**src/rtl/flash_ctl_pkg.sv**
```systemverilog
package flash_ctl_pkg;
  typedef enum logic [1:0] {
    ST_IDLE = 2'd0,
    ST_BUSY = 2'd1,
    ST_DONE = 2'd2
  } erase_st_e;

  localparam logic [2:0] RA_BANK  = 3'd0;
  localparam logic [2:0] RA_PGADR = 3'd1;
  localparam logic [2:0] RA_CTRL  = 3'd2;
  localparam logic [2:0] RA_ERASE = 3'd3;
  localparam logic [2:0] RA_ERR   = 3'd4;

  localparam logic [7:0] CMD_PAGE  = 8'h55;
  localparam logic [7:0] CMD_MASS  = 8'hAA;
  localparam logic [7:0] CMD_CLOSE = 8'h00;
endpackage

```
**src/rtl/flash_regs.sv**
```systemverilog
module flash_regs
  import flash_ctl_pkg::*;
#(
  parameter int DW     = 8,
  parameter int BANK_W = 3,
  parameter int PG_W   = 6
) (
  input  logic              clk_i,
  input  logic              rst_ni,
  input  logic              reg_we_i,
  input  logic [2:0]        reg_addr_i,
  input  logic [DW-1:0]     reg_wdata_i,
  input  logic              int_en_i,
  input  logic              start_page_i,
  input  logic              start_mass_i,
  input  logic              wr_drop_i,
  input  logic [1:0]        status_i,
  output logic [BANK_W-1:0] bank_o,
  output logic [PG_W-1:0]   pgadr_o,
  output logic              pwe_o,
  output logic              meen_o,
  output logic              page_armed_o,
  output logic              mass_armed_o,
  output logic [DW-1:0]     rdata_o
);
  logic [BANK_W-1:0] bank_q;
  logic [PG_W-1:0]   pgadr_q;
  logic              pwe_q, meen_q, page_arm_q, mass_arm_q, err_q;
  logic              wr_bank, wr_pg, wr_ctrl, wr_err;

  assign wr_bank = reg_we_i && (reg_addr_i == RA_BANK);
  assign wr_pg   = reg_we_i && (reg_addr_i == RA_PGADR);
  assign wr_ctrl = reg_we_i && (reg_addr_i == RA_CTRL);
  assign wr_err  = reg_we_i && (reg_addr_i == RA_ERR);

  always_ff @(posedge clk_i or negedge rst_ni) begin
    if (!rst_ni) begin
      bank_q     <= '0;
      pgadr_q    <= '0;
      pwe_q      <= 1'b0;
      meen_q     <= 1'b0;
      page_arm_q <= 1'b0;
      mass_arm_q <= 1'b0;
      err_q      <= 1'b0;
    end else begin
      if (start_page_i || start_mass_i) bank_q <= '0;
      else if (wr_bank)                 bank_q <= reg_wdata_i[BANK_W-1:0];

      if (wr_pg) pgadr_q <= reg_wdata_i[PG_W-1:0];

      if (wr_ctrl) begin
        meen_q <= reg_wdata_i[1];
        if (!int_en_i) pwe_q <= reg_wdata_i[0];
      end

      if (start_page_i) page_arm_q <= 1'b0;
      else if (wr_pg)   page_arm_q <= 1'b1;

      if (start_mass_i) mass_arm_q <= 1'b0;
      else if (wr_ctrl) mass_arm_q <= 1'b1;

      if (wr_drop_i)                   err_q <= 1'b1;
      else if (wr_err && reg_wdata_i[0]) err_q <= 1'b0;
    end
  end

  always_comb begin
    rdata_o = '0;
    case (reg_addr_i)
      RA_BANK:  rdata_o = {{(DW-BANK_W){1'b0}}, bank_q};
      RA_PGADR: rdata_o = {{(DW-PG_W){1'b0}}, pgadr_q};
      RA_CTRL:  rdata_o = {{(DW-2){1'b0}}, meen_q, pwe_q};
      RA_ERASE: rdata_o = {{(DW-2){1'b0}}, status_i};
      RA_ERR:   rdata_o = {{(DW-1){1'b0}}, err_q};
      default:  rdata_o = '0;
    endcase
  end

  assign bank_o       = bank_q;
  assign pgadr_o      = pgadr_q;
  assign pwe_o        = pwe_q;
  assign meen_o       = meen_q;
  assign page_armed_o = page_arm_q;
  assign mass_armed_o = mass_arm_q;

  assert_bank_clear_R6: assert property (@(posedge clk_i) disable iff (!rst_ni)
    (start_page_i || start_mass_i) |=> (bank_q == '0));

  assert_pwe_locked_R9: assert property (@(posedge clk_i) disable iff (!rst_ni)
    (wr_ctrl && int_en_i) |=> $stable(pwe_q));

  assert_err_sticky_R10: assert property (@(posedge clk_i) disable iff (!rst_ni)
    (err_q && !(wr_err && reg_wdata_i[0])) |=> err_q);

  assert_page_arm_used_R2: assert property (@(posedge clk_i) disable iff (!rst_ni)
    start_page_i |=> !page_arm_q);
endmodule

```
**src/rtl/flash_erase_seq.sv**
```systemverilog
module flash_erase_seq
  import flash_ctl_pkg::*;
#(
  parameter int DW     = 8,
  parameter int PG_W   = 6
) (
  input  logic            clk_i,
  input  logic            rst_ni,
  input  logic            cmd_we_i,
  input  logic [DW-1:0]   cmd_data_i,
  input  logic            page_armed_i,
  input  logic            mass_armed_i,
  input  logic            meen_i,
  input  logic            dbg_en_i,
  input  logic            bank_lsb_i,
  input  logic [PG_W-1:0] pgadr_i,
  input  logic            flash_done_i,
  output logic            start_page_o,
  output logic            start_mass_o,
  output logic            req_o,
  output logic            mass_o,
  output logic [PG_W:0]   page_o,
  output logic            busy_o,
  output logic [1:0]      status_o
);
  erase_st_e     state_q, state_d;
  logic          req_q, mass_q;
  logic [PG_W:0] page_q;
  logic          idle;

  assign idle         = (state_q == ST_IDLE);
  assign start_page_o = idle && cmd_we_i && (cmd_data_i == DW'(CMD_PAGE)) && page_armed_i;
  assign start_mass_o = idle && cmd_we_i && (cmd_data_i == DW'(CMD_MASS))
                        && meen_i && dbg_en_i && mass_armed_i;

  always_comb begin
    state_d = state_q;
    case (state_q)
      ST_IDLE: if (start_page_o || start_mass_o) state_d = ST_BUSY;
      ST_BUSY: if (flash_done_i) state_d = ST_DONE;
      ST_DONE: if (cmd_we_i && (cmd_data_i == DW'(CMD_CLOSE))) state_d = ST_IDLE;
      default: state_d = ST_IDLE;
    endcase
  end

  always_ff @(posedge clk_i or negedge rst_ni) begin
    if (!rst_ni) begin
      state_q <= ST_IDLE;
      req_q   <= 1'b0;
      mass_q  <= 1'b0;
      page_q  <= '0;
    end else begin
      state_q <= state_d;
      req_q   <= start_page_o || start_mass_o;
      if (start_page_o || start_mass_o) begin
        mass_q <= start_mass_o;
        page_q <= {bank_lsb_i, pgadr_i};
      end
    end
  end

  assign req_o    = req_q;
  assign mass_o   = mass_q;
  assign page_o   = page_q;
  assign busy_o   = (state_q == ST_BUSY);
  assign status_o = state_q;

  assert_req_only_idle_R5: assert property (@(posedge clk_i) disable iff (!rst_ni)
    (state_q != ST_IDLE) |=> !req_q);

  assert_req_pulse_R1: assert property (@(posedge clk_i) disable iff (!rst_ni)
    req_q |=> !req_q);

  assert_close_needs_zero_R5: assert property (@(posedge clk_i) disable iff (!rst_ni)
    (state_q == ST_DONE && !(cmd_we_i && cmd_data_i == '0)) |=> (state_q == ST_DONE));

  assert_mass_gate_R3: assert property (@(posedge clk_i) disable iff (!rst_ni)
    start_mass_o |-> (dbg_en_i && meen_i && mass_armed_i));

  assert_unarmed_page_R2: assert property (@(posedge clk_i) disable iff (!rst_ni)
    (idle && !page_armed_i && !start_mass_o) |=> !req_q);
endmodule

```
**src/rtl/flash_addr_map.sv**
```systemverilog
module flash_addr_map #(
  parameter int AW     = 16,
  parameter int BANK_W = 3,
  localparam int FA_W  = BANK_W + AW - 1
) (
  input  logic              clk_i,
  input  logic              rst_ni,
  input  logic [AW-1:0]     cpu_addr_i,
  input  logic [BANK_W-1:0] bank_i,
  input  logic              xwr_i,
  input  logic              pwe_i,
  input  logic              busy_i,
  output logic [FA_W-1:0]   code_addr_o,
  output logic              flash_we_o,
  output logic              xram_we_o,
  output logic              wr_drop_o
);
  assign code_addr_o = cpu_addr_i[AW-1] ? {bank_i, cpu_addr_i[AW-2:0]}
                                        : {{(BANK_W-1){1'b0}}, cpu_addr_i};
  assign flash_we_o  = xwr_i && pwe_i && !busy_i;
  assign xram_we_o   = xwr_i && !pwe_i;
  assign wr_drop_o   = xwr_i && pwe_i && busy_i;

  assert_low_window_R7: assert property (@(posedge clk_i) disable iff (!rst_ni)
    !cpu_addr_i[AW-1] |-> (code_addr_o[FA_W-1:AW] == '0));

  assert_one_target_R8: assert property (@(posedge clk_i) disable iff (!rst_ni)
    !(flash_we_o && xram_we_o));

  assert_no_flash_busy_R10: assert property (@(posedge clk_i) disable iff (!rst_ni)
    busy_i |-> !flash_we_o);
endmodule

```
**src/rtl/flash_ctl.sv**
```systemverilog
module flash_ctl
  import flash_ctl_pkg::*;
#(
  parameter int DW     = 8,
  parameter int AW     = 16,
  parameter int BANK_W = 3,
  parameter int PG_W   = 6,
  localparam int FA_W  = BANK_W + AW - 1
) (
  input  logic            clk_i,
  input  logic            rst_ni,
  input  logic            reg_we_i,
  input  logic [2:0]      reg_addr_i,
  input  logic [DW-1:0]   reg_wdata_i,
  output logic [DW-1:0]   reg_rdata_o,
  input  logic            int_en_i,
  input  logic            dbg_en_i,
  input  logic [AW-1:0]   cpu_addr_i,
  output logic [FA_W-1:0] code_addr_o,
  input  logic            xwr_i,
  input  logic [AW-1:0]   xwr_addr_i,
  input  logic [DW-1:0]   xwr_data_i,
  output logic            flash_we_o,
  output logic            xram_we_o,
  output logic [AW-1:0]   wr_addr_o,
  output logic [DW-1:0]   wr_data_o,
  output logic            flash_erase_req_o,
  output logic            flash_erase_mass_o,
  output logic [PG_W:0]   flash_erase_page_o,
  input  logic            flash_done_i,
  output logic            erase_busy_o
);
  logic [BANK_W-1:0] bank;
  logic [PG_W-1:0]   pgadr;
  logic              pwe, meen, page_armed, mass_armed;
  logic              start_page, start_mass, wr_drop, busy;
  logic [1:0]        status;

  flash_regs #(.DW(DW), .BANK_W(BANK_W), .PG_W(PG_W)) u_regs (
    .clk_i, .rst_ni, .reg_we_i, .reg_addr_i, .reg_wdata_i, .int_en_i,
    .start_page_i(start_page), .start_mass_i(start_mass), .wr_drop_i(wr_drop),
    .status_i(status), .bank_o(bank), .pgadr_o(pgadr), .pwe_o(pwe), .meen_o(meen),
    .page_armed_o(page_armed), .mass_armed_o(mass_armed), .rdata_o(reg_rdata_o)
  );

  flash_erase_seq #(.DW(DW), .PG_W(PG_W)) u_seq (
    .clk_i, .rst_ni,
    .cmd_we_i(reg_we_i && (reg_addr_i == RA_ERASE)), .cmd_data_i(reg_wdata_i),
    .page_armed_i(page_armed), .mass_armed_i(mass_armed), .meen_i(meen),
    .dbg_en_i, .bank_lsb_i(bank[0]), .pgadr_i(pgadr), .flash_done_i,
    .start_page_o(start_page), .start_mass_o(start_mass),
    .req_o(flash_erase_req_o), .mass_o(flash_erase_mass_o), .page_o(flash_erase_page_o),
    .busy_o(busy), .status_o(status)
  );

  flash_addr_map #(.AW(AW), .BANK_W(BANK_W)) u_map (
    .clk_i, .rst_ni, .cpu_addr_i, .bank_i(bank), .xwr_i, .pwe_i(pwe), .busy_i(busy),
    .code_addr_o, .flash_we_o, .xram_we_o, .wr_drop_o(wr_drop)
  );

  assign wr_addr_o    = xwr_addr_i;
  assign wr_data_o    = xwr_data_i;
  assign erase_busy_o = busy;
endmodule

```
**config.mk**
```make
export PLATFORM = sky130hd
export DESIGN_NAME = flash_ctl
export DESIGN_NICKNAME = d
export VERILOG_FILES = /design/src/rtl/flash_ctl_pkg.sv /design/src/rtl/flash_regs.sv /design/src/rtl/flash_erase_seq.sv /design/src/rtl/flash_addr_map.sv /design/src/rtl/flash_ctl.sv
export SDC_FILE = /design/constraint.sdc
export NUM_CORES = 1
export LEC_CHECK = 0
export BUFFER_PORTS_ARGS = -buffer_cell sky130_fd_sc_hd__buf_2
export CORE_ASPECT_RATIO = 1.25
export CORE_MARGIN = 5
export CORE_UTILIZATION = 43
export CTS_BUF_LIST = sky130_fd_sc_hd__clkbuf_8 sky130_fd_sc_hd__clkbuf_16
export DETAILED_ROUTE_END_ITERATION = 8
export HOLD_SLACK_MARGIN = 0.05
export PLACE_DENSITY_LB_ADDON = 0.3
export SYNTH_ARGS = -nofsm -noshare
export SYNTH_HDL_FRONTEND = slang
export SYNTH_HIERARCHICAL = 1
export SYNTH_SLANG_ARGS = --single-unit
```
**constraint.sdc**
```tcl
create_clock -name clk_i -period 4.46 [get_ports clk_i]
set_input_delay 0.446 -clock clk_i [delete_from_list [all_inputs] [get_ports clk_i]]
set_output_delay 0.446 -clock clk_i [all_outputs]
set_load 0.01 [all_outputs]
```
==> impl_metrics.toml <==
[clock_network]
cts_hold_buf = 0
clockRootBuffer = "clkbuf_8"
htree_levels = 1
cts_tree = "done"
cts-buffers-inserted = 3
clockBufferDepth = 2
path_clk_slew_ns = 0.08
post-cts-setup-buffers = 0
cts-resized-gates = 0
cts.sinks = 25
insertion_delay_ns = 0.26

[finish]
final_nets = 206
final_area_um2 = 1540
layout_commonest_cell = "buf_2"
fin_util_pct = 43.8
final_cell_mix = "buf_2 (39), dfrtp_1 (25), mux2_2 (16)"
instances_no_fill = 186
area_delta_synth_final_pct = -1.99
antenna_cells = 0
drive_above_1_share_pct = 44.9

[synth]
synth-xor-area-share_pct = 0
synth.area.mux_share_pct = 15.5
ys_ff_latch = 25
ys_types = 36
yosys.area_share.simple_pct = 19.2
synth-compound-area-share_pct = 3.19
netlist_instances = 146
synthFlopType = "dfrtp_1"
async_flop_share_pct = 100
yosys_warnings = 6
synth_edf_count = 0
synth_seq_area_share_pct = 39.8
synth_top_family_by_area = "buffers and inverters"
synth-adder-area-share_pct = 0
netlist_area_um2 = 1570
syn_area_per_cell_um2 = 10.8

[global_routing]
grt-ovfl-total = 0
grt_pass1_wl_um = 5870
grtUsageTotal_pct = 14.7
grt_max_degree = 26
antenna_found_initial = 0
grt_pass1_vias = 1144

[die]
coreArea_um2 = 3510
io_pins = 120
fp.dieH_um = 77.6
initial_utilization_pct = 44.7
num_rows = 24
dieArea_um2 = 4970
fp.dieW_um = 64.1

[critical_path]
r2r_slack_ns = 2.56
arrival_ns = 2.26
critical_path_required_ns = 4.58
reg2reg_to = "u_regs/bank_o[1]$_DFFE_PN0P_"
crit_path_end_kind = "register"
r2r_cells = 4
cp_max_fo = 13
r2r-start = "u_seq/status_o[0]$_DFFE_PN0P_"
cp-start-kind = "primary input"
startpoint = "reg_addr_i[0]"
crit_type = "in -> reg"

[placed_design]
place_ws_ns = 2.08
place.gp.congestion = 0.826
dp.cells = 182
placed_area_um2 = 1490
dp.final_hpwl_um = 2920
io_buffers = 39

[drt]
vias_per_cell = 5.63
drt-pass1-iter-count = 5
drc = 0
drt.antenna.violating_nets = 0
vias = 1048
wl_um = 3590
drt_iter0_drc = 10
wire_per_inst_um = 19.3

[timing]
setup_slack_ns = 2.32
max_slew_margin_pct = 48.3
setup_viol = 0
fin_tns_setup_ns = 0
period_share_pct = 48.1
post-route-min-period_ns = 2.14
hold-worst-slack_ns = 0.163
hold_violations = 0
fin_worst_skew_ns = 0.00555
maxSlewViolCount = 0
worstMarginPinSlew_ns = 0.768
rsz0062_at_grt = "false"
fmax_mhz = 466

[power_and_ir_drop]
power.leakage_nw = 0.816
ir_drop_uv = 157
total_power_mw = 0.487
power_density_nw_per_um2 = 316

[worst_hold_path]
min_path_type = "in -> async"

[status]
status = "finished clean"

[run]
drv_cap = 0
==> routing by layer <==
metal	track usage [%]	share of wire, %	vias up
met5	0	0	-
met4	8.32	4.8	0
met3	5.92	12	32
met2	23.0	47	59
met1	16.7	36	494
li1	-	-	463
==> how the worst max path moves through the flow <==
stage | end | cells after the start
2_1_floorplan | u_regs/bank_o[0]$_DFFE_PN0P_ | 5
3_3_place_gp | u_regs/bank_o[0]$_DFFE_PN0P_ | 6
3_5_place_dp | u_regs/bank_o[2]$_DFFE_PN0P_ | 6
4_1_cts | u_regs/bank_o[1]$_DFFE_PN0P_ | 6
5_1_grt | u_regs/bank_o[1]$_DFFE_PN0P_ | 6
6_report | u_regs/bank_o[1]$_DFFE_PN0P_ | 6
==> cell type report <==
type / instances / area (µm²)
clock buffer: 3 / 41.3
clock inverter: 1 / 3.75
fill: 344 / 1970
inverter: 4 / 15.0
multi-input combinational: 74 / 602
sequential: 25 / 626
tap: 39 / 48.8
timing repair buffer: 40 / 203
==> sequential cells by signal (all words and copies together) (netlist names) <==
signal,cells
u_seq/status_o,2
u_regs/page_armed_o,1
u_regs/mass_armed_o,1
u_seq/mass_o,1
u_regs/pwe_o,1
u_seq/req_o,1
u_regs/pgadr_o,6
u_regs/meen_o,1
u_seq/page_o,7
u_regs/err_q,1
u_regs/bank_o,3
==> synth_stat cells, types with 2 or more instances <==
library cell | n | area (µm²)
and2_1 | 3 | 18.8
and3b_1 | 2 | 17.5
and2b_1 | 2 | 15.0
dfrtp_1 | 25 | 626
nor2_1 | 5 | 18.8
and3_1 | 4 | 25.0
nor2b_1 | 2 | 12.5
nor3b_1 | 2 | 15.0
inv_1 | 4 | 15.0
mux2i_1 | 4 | 40.0
buf_4 | 42 | 315
a21o_1 | 2 | 15.0
o21ai_0 | 2 | 10.0
a21oi_1 | 2 | 10.0
nor4_1 | 3 | 18.8
nor3_1 | 4 | 20.0
mux2_2 | 16 | 180
nand3_1 | 2 | 10.0
nand2_1 | 3 | 11.3
==> worst max-delay path: stages <==
cell	delay (ns)
buf_2	0.25
and4b_1	0.25
nor3b_1	0.39
inv_1	0.08
nor4_1	0.69
nor3_1	0.14
==> power by group <==
group	internal, mW	switching [mW]	total (mW)
registers	0.251	0.0204	0.272
clock network	0.0614	0.0655	0.127
logic	0.0461	0.0420	0.0881
total	0.359	0.128	0.487
==> kinds of logic after synthesis <==
group | count (synthesis)
AOI/OAI and AO/OA | 8
muxes | 21
DFF | 25
other | 1
and+or+nand+nor | 43
buffers and inverters | 48
(Power assumes the default switching activity.)
